[src/rtl/gh_corr_predictor.sv]
module gh_corr_predictor #(
  parameter int HIST_BITS = 2,
  parameter int CTR_BITS  = 2,
  parameter int ROW_BITS  = 4,
  parameter int PC_BITS   = 16
) (
  input  logic               clk,
  input  logic               rst_n,
  input  logic [PC_BITS-1:0] look_pc,
  output logic               look_taken,
  input  logic               upd_valid,
  input  logic [PC_BITS-1:0] upd_pc,
  input  logic               upd_taken
);

  localparam int IDX_W   = ROW_BITS + HIST_BITS;
  localparam int ENTRIES = 1 << IDX_W;
  localparam logic [CTR_BITS-1:0] CTR_MAX  = '1;
  localparam logic [CTR_BITS-1:0] CTR_INIT = CTR_MAX >> 1;

  logic [CTR_BITS-1:0]  tbl [ENTRIES];
  logic [HIST_BITS-1:0] hist;
  logic [HIST_BITS:0]   hist_shift;
  logic [IDX_W-1:0]     look_idx, upd_idx;
  logic [CTR_BITS-1:0]  look_ctr, upd_cur, upd_nxt;
  logic                 unused_pc_hi;

  assign look_idx   = {look_pc[ROW_BITS-1:0], hist};
  assign upd_idx    = {upd_pc[ROW_BITS-1:0], hist};
  assign look_ctr   = tbl[look_idx];
  assign upd_cur    = tbl[upd_idx];
  assign look_taken = look_ctr[CTR_BITS-1];
  assign hist_shift = {hist, upd_taken};
  assign unused_pc_hi = ^{look_pc[PC_BITS-1:ROW_BITS], upd_pc[PC_BITS-1:ROW_BITS]};

  always_comb begin
    upd_nxt = upd_cur;
    if (upd_taken && upd_cur != CTR_MAX)
      upd_nxt = upd_cur + CTR_BITS'(1);
    else if (!upd_taken && upd_cur != '0)
      upd_nxt = upd_cur - CTR_BITS'(1);
  end

  always_ff @(posedge clk or negedge rst_n) begin
    if (!rst_n) begin
      hist <= '0;
      for (int i = 0; i < ENTRIES; i++) tbl[i] <= CTR_INIT;
    end else if (upd_valid) begin
      hist         <= hist_shift[HIST_BITS-1:0];
      tbl[upd_idx] <= upd_nxt;
    end
  end

  // history leaves reset cleared
  p_reset_hist_r1: assert property (@(posedge clk) disable iff (!rst_n)
    $rose(rst_n) |-> hist == '0);

  // newest outcome lands in bit 0
  p_hist_lsb_r5: assert property (@(posedge clk) disable iff (!rst_n)
    upd_valid |=> hist[0] == $past(upd_taken));

  generate
    if (HIST_BITS > 1) begin : g_hist_hi
      p_hist_move_r5: assert property (@(posedge clk) disable iff (!rst_n)
        upd_valid |=> hist[HIST_BITS-1:1] == $past(hist[HIST_BITS-2:0]));
    end
  endgenerate

  // idle update port leaves history alone
  p_hist_hold_r9: assert property (@(posedge clk) disable iff (!rst_n)
    !upd_valid |=> $stable(hist));

  // counters hold at both ends
  p_sat_top_r6: assert property (@(posedge clk) disable iff (!rst_n)
    upd_valid && upd_taken && upd_cur == CTR_MAX |=> tbl[$past(upd_idx)] == CTR_MAX);
  p_sat_bot_r6: assert property (@(posedge clk) disable iff (!rst_n)
    upd_valid && !upd_taken && upd_cur == '0 |=> tbl[$past(upd_idx)] == '0);

  // prediction only moves with the PC or after an update edge
  p_look_steady_r8: assert property (@(posedge clk) disable iff (!rst_n)
    $stable(look_pc) && !$past(upd_valid) |-> $stable(look_taken));

endmodule

[config.mk]
export PLATFORM = sky130hd
export DESIGN_NAME = gh_corr_predictor
export DESIGN_NICKNAME = d
export VERILOG_FILES = /design/src/rtl/gh_corr_predictor.sv
export SDC_FILE = /design/constraint.sdc
export NUM_CORES = 1
export LEC_CHECK = 0
export BUFFER_PORTS_ARGS = -buffer_cell sky130_fd_sc_hd__buf_2
export CORE_MARGIN = 1
export CORE_UTILIZATION = 66
export DETAILED_ROUTE_END_ITERATION = 8
export PLACE_DENSITY = 0.95
export SLEW_MARGIN = 40
export SYNTH_ARGS = -nofsm -noshare
export SYNTH_HDL_FRONTEND = slang
export SYNTH_SLANG_ARGS = --single-unit
[constraint.sdc]
create_clock -name clk -period 5.82 [get_ports clk]
set_clock_uncertainty 0.2 [all_clocks]
set_input_delay 0.291 -clock clk [delete_from_list [all_inputs] [get_ports clk]]
set_output_delay 0.291 -clock clk [all_outputs]
set_load 0.02 [all_outputs]
Yosys cells after proc, flatten, opt, wreduce, memory -nomap -nowiden
Index checks and enable logic that the tools add are counted.
{"block": "op_classes", "n_eq_ne": 1, "bitwise_logic": 2, "n_reduce_logical": 5, "order_cmp": 3, "n_mux": 11, "n_addsub": 2}
{"op": "$bwmux W128", "count": 1}
{"op": "$bmux W2 S6", "count": 2}
{"op": "$ge A7 B7 Y1 const B", "count": 2}
{"op": "$mux W2", "count": 7}
{"op": "$not A6 Y7", "count": 2}
{"op": "$demux W2 S6", "count": 1}
{"op": "$lt A7 B1 Y1 const B", "count": 1}
{"op": "$logic_and A1 B1 Y1", "count": 3}
{"op": "$add A2 B1 Y2 const B", "count": 1}
{"op": "$ne A2 B2 Y1 const B", "count": 1}
{"op": "$reduce_bool A2 Y1", "count": 1}
{"op": "$sub A2 B1 Y2 const B", "count": 1}
{"op": "$logic_not A1 Y1", "count": 1}
{"block": "word_totals", "out_inout_bits": 1, "in_bits": 36, "regBits": 130, "wordCells": 89}

Depth between registers and ports, before layout
{"block": "logic_depth", "depth_word": 9, "depth_mapped": 17, "ltp_nobuf": 12}

Worst setup path before layout
No wires, ideal clock.
{"block": "synth_timing", "path_type": "flip-flop to flip-flop", "start": "reg hist[0]", "end": "reg tbl[12] in the netlist's numbering", "stages_incl_launch_ff": 14, "required_ps": 5528, "synth_period_minus_slack_ps": 3684, "path_buffers": 4, "setup_slack_ps": 2136, "arrival_time_ps": 3392, "path_cell_list": "dfrtp_1 buf_2 buf_2 buf_2 mux4_2 a22oi_1 a21oi_1 nor4_2 inv_1 ha_1 mux2i_1 xor2_4 buf_6 o31ai_1"}
{"block": "synth_between", "elab_chain_cells": 9}
{"item": "start: declaration", "line_no": "22", "rtl": "logic [HIST_BITS-1:0] hist;"}
{"item": "start signal: assignment", "line_no": "49", "rtl": "hist <= hist_shift[HIST_BITS-1:0];"}
{"item": "$not A6 Y7 (not written as such) (*)", "line_no": "31, 50"}
{"item": "branches (longest 7 deep; another with $sub A2 B1 Y2)"}
{"item": "$bwmux W128 (*)", "line_no": "50", "rtl": "tbl[upd_idx] <= upd_nxt;"}
{"item": "end signal: indexed assignment", "line_no": "50"}
{"item": "end: declaration", "line_no": "21", "rtl": "logic [CTR_BITS-1:0] tbl [ENTRIES];"}
Every way passes the cells marked *. The select of a mux whose other input is x is not followed.
A chain may end at the register's enable or synchronous reset.

Worst setup path after layout
{"block": "layout_timing", "start": "reg hist[0]", "end": "reg tbl[105] in the netlist's numbering"}
The elaborated chain is that of the path after synthesis.

==> impl_metrics.json <==
{
  "crit_path_end_kind": "flop",
  "gp_congestion": 0.874,
  "antenna_found_initial": 0,
  "async_reset_ff_share_pct": 100,
  "worst_skew_pair.late_latency_ns": 0.55,
  "io_buffers": 12,
  "rsz0062_at_grt": "no",
  "routed_wl_mm": 18.5,
  "drv_slew": 0,
  "cts_sinks": 130,
  "detail-route-antenna-nets": 0,
  "reg2reg_from": "hist[0]$_DFFE_PN0P_",
  "slew_headroom_pct": 41.6,
  "cts_buffers": 17,
  "setup_viol": 0,
  "maxCapViolCount": 0,
  "final_layout_size_suffix_gt1_share_pct": 19.9,
  "dieArea_sq_um": 10700,
  "synth_mux_area_share_pct": 13.5,
  "synth_top_family_by_area": "simple AND/OR/NAND/NOR gates",
  "syn_inst": 719,
  "first_pass_iters": 7,
  "clkTransAtPathRegs_ns": 0.06,
  "max_clock_freq_mhz": 217,
  "max_stage_delay_ns": 0.73,
  "synth_xor_area_share_pct": 0.405,
  "arrival_ns": 4.82,
  "die_h_um": 104,
  "critPathLaunch": "hist[0]$_DFFE_PN0P_",
  "yosysSeqAreaShare_pct": 49.0,
  "grt_max_degree": 72,
  "drc": 0,
  "crit_path_max_fanout": 38,
  "crit_type": "flop to flop",
  "initial_core_util_pct": 68.9,
  "cellLeakagePower_nw": 3.00,
  "fin_nets": 755,
  "grt_pass1_wl_mm": 29.7,
  "synth_flop_cell": "dfrtp_1",
  "worstMarginPinSlew_ns": 0.876,
  "syn2layout_area_growth_pct": 11.2,
  "cts_buffer_depth": 2,
  "dp_cells": 826,
  "clock_tree.root_cell": "clkbuf_8",
  "avgSynthCellArea_sq_um": 9.46,
  "synth_fa_ha_area_share_pct": 0.368,
  "tns_ns": 0,
  "antenna_cells": 0,
  "layout_commonest_cell": "nor2_1",
  "layout_common_cells": "nor2_1 (145), nand2_1 (114), a21oi_1 (69)",
  "viasPerCell": 6.84,
  "cp_slowest_cell": "dfrtp_2",
  "path_buf_inv": 2,
  "cts.htree.levels": 4,
  "dp_hpwl_mm": 10.9,
  "core_area_sq_um": 9860,
  "synth_area_sq_um": 6800,
  "synth-simple-area-share_pct": 17.4,
  "synth_seq_cells": 130,
  "grt_util_all_layers_pct": 36.3,
  "ios": 37,
  "ir_drop_v": 0.000315,
  "cp_top_family": "compound AO/OA/AOI/OAI gates",
  "yosysWarnings": 0,
  "synth_compound_area_share_pct": 15.1,
  "status": "finished, final reports clean",
  "period_minus_slack_ns": 4.62,
  "required_ns": 6.02,
  "first_global_vias": 6040,
  "min_period_over_period_pct": 79.3,
  "vias": 5901,
  "fin_cells": 863,
  "pre_cts_slack_ns": 1.30,
  "ys_types": 50,
  "fillers": 577,
  "pwr_density_cell_nw_per_um2": 451,
  "hold_viol": 0,
  "grt_overflow_total": 0,
  "synth-edff-count": 0,
  "cp_cell_sequence": "mux4_1 -> mux2i_1 -> nor2_1 -> a311o_1 -> a2111oi_4 -> inv_1 -> ha_1 -> nand2b_1 -> nor2_1 -> a21oi_1 -> a21oi_4 -> buf_12 -> a21oi_1",
  "holdWs_ns": 0.0821,
  "syn_nets": 757,
  "die_x_um": 104,
  "setup_slack_ns": 1.20,
  "cts_tree": "yes",
  "fp-row-count": 36,
  "hp-start": "upd_pc[1]",
  "hp-class": "input pin to flop",
  "drtIter0Drc": 697,
  "avgRoutedWirePerCell_um": 21.4,
  "critPathLaunchType": "flop"
}
cell families (layout without fill, tap and decap cells):
logic type	after synthesis	count (layout)
multiplexers	65	65
AO/OA/AOI/OAI	177	177
buffers and inverters	52	63
XOR/XNOR	1	1
AND/OR/NAND/NOR	292	292
adder cells (fa/ha/maj)	2	2
flip-flops	130	130
state kept, by name, summed over array words and instances, names as in the netlist:
| signal | flops |
|---|---|
| hist | 2 |
| tbl | 128 |
what timing repair did:
action | in CTS | in global routing
endpoints found under the hold margin | 24 | 0
gates resized for setup | 0 | 0
buffers inserted | 0 | 0
hold buffers | 5 | 0
final timing paths:
| path | end | slack [ns] | cells after the start |
|---|---|---|---|
| setup / recovery | tbl[105]$_DFFE_PN0P_ | 1.20 | 13 |
| hold / removal | tbl[10]$_DFFE_PN1P_ | 0.08 | 4 |
| setup reg to reg | tbl[105]$_DFFE_PN0P_ | 1.20 | 13 |
| hold reg to reg | tbl[58]$_DFFE_PN1P_ | 0.26 | 2 |
| max in group asynchronous | hist[1]$_DFFE_PN0P_ | 4.26 | 3 |
| min in group asynchronous | tbl[105]$_DFFE_PN0P_ | 0.12 | 2 |
power by group:
part / switching [mW] / internal (mW)
combinational: 0.507 / 0.328
sequential: 0.170 / 1.24
clock: 0.393 / 0.770
tightest hold or removal path, delay by kind of cell:
family | cells | cell delay, ns
AO/OA/AOI/OAI | 1 | 0.06
buffers and inverters | 1 | 0.19
AND/OR/NAND/NOR | 2 | 0.29
cell usage after synthesis (all sizes together), types with 3 or more instances:
cell	count	share of area, %
nand3b	3	0.33
mux2i	43	6.3
a211oi	3	0.33
mux4	21	7.0
o221ai	3	0.39
nand2	114	6.3
o22ai	5	0.46
nor2b	6	0.55
and3	3	0.28
a22oi	5	0.55
dfstp	64	25
nor2	145	8.0
nor3	4	0.29
dfrtp	66	24
o31ai	11	1.2
buf	30	2.9
clkbuf	15	0.83
o21ai	65	4.8
a31oi	4	0.37
nand3	5	0.37
a21oi	70	5.3
nand2b	3	0.28
inv	6	0.33
stage by stage:
stage                     instance area (sq um)  total power, mW  util, %
after floorplan                            6800             2.02        -
after global placement                     6840             2.12     69.3
after detailed placement                   6860             2.20     69.5
after CTS                                  7550             3.38     76.5
after global routing                       7560             3.55     76.7
final                                      7560             3.41     76.7
cell type report:
cell class,instances,area [sq um],share of cell area (%)
repair buffers,24,185,2.45
inverters,7,26.3,0.347
well taps,133,166,2.20
flip-flops and latches,130,3340,44.1
multi-input cells,537,3200,42.4
clock inverters,10,179,2.37
clock buffers,22,463,6.12
metal layers:
| metal | GRT usage, % | wire length, um | up-vias | share of wire, % |
|---|---|---|---|---|
| met1 | 43.0 | 6580 | 2808 | 36 |
| met5 | 0 | 0 | - | 0 |
| met4 | 24.8 | 1150 | 0 | 6.2 |
| li1 | - | - | 2501 | - |
| met2 | 57.9 | 8870 | 461 | 48 |
| met3 | 10.0 | 1870 | 131 | 10 |
(Power assumes the default switching activity.)
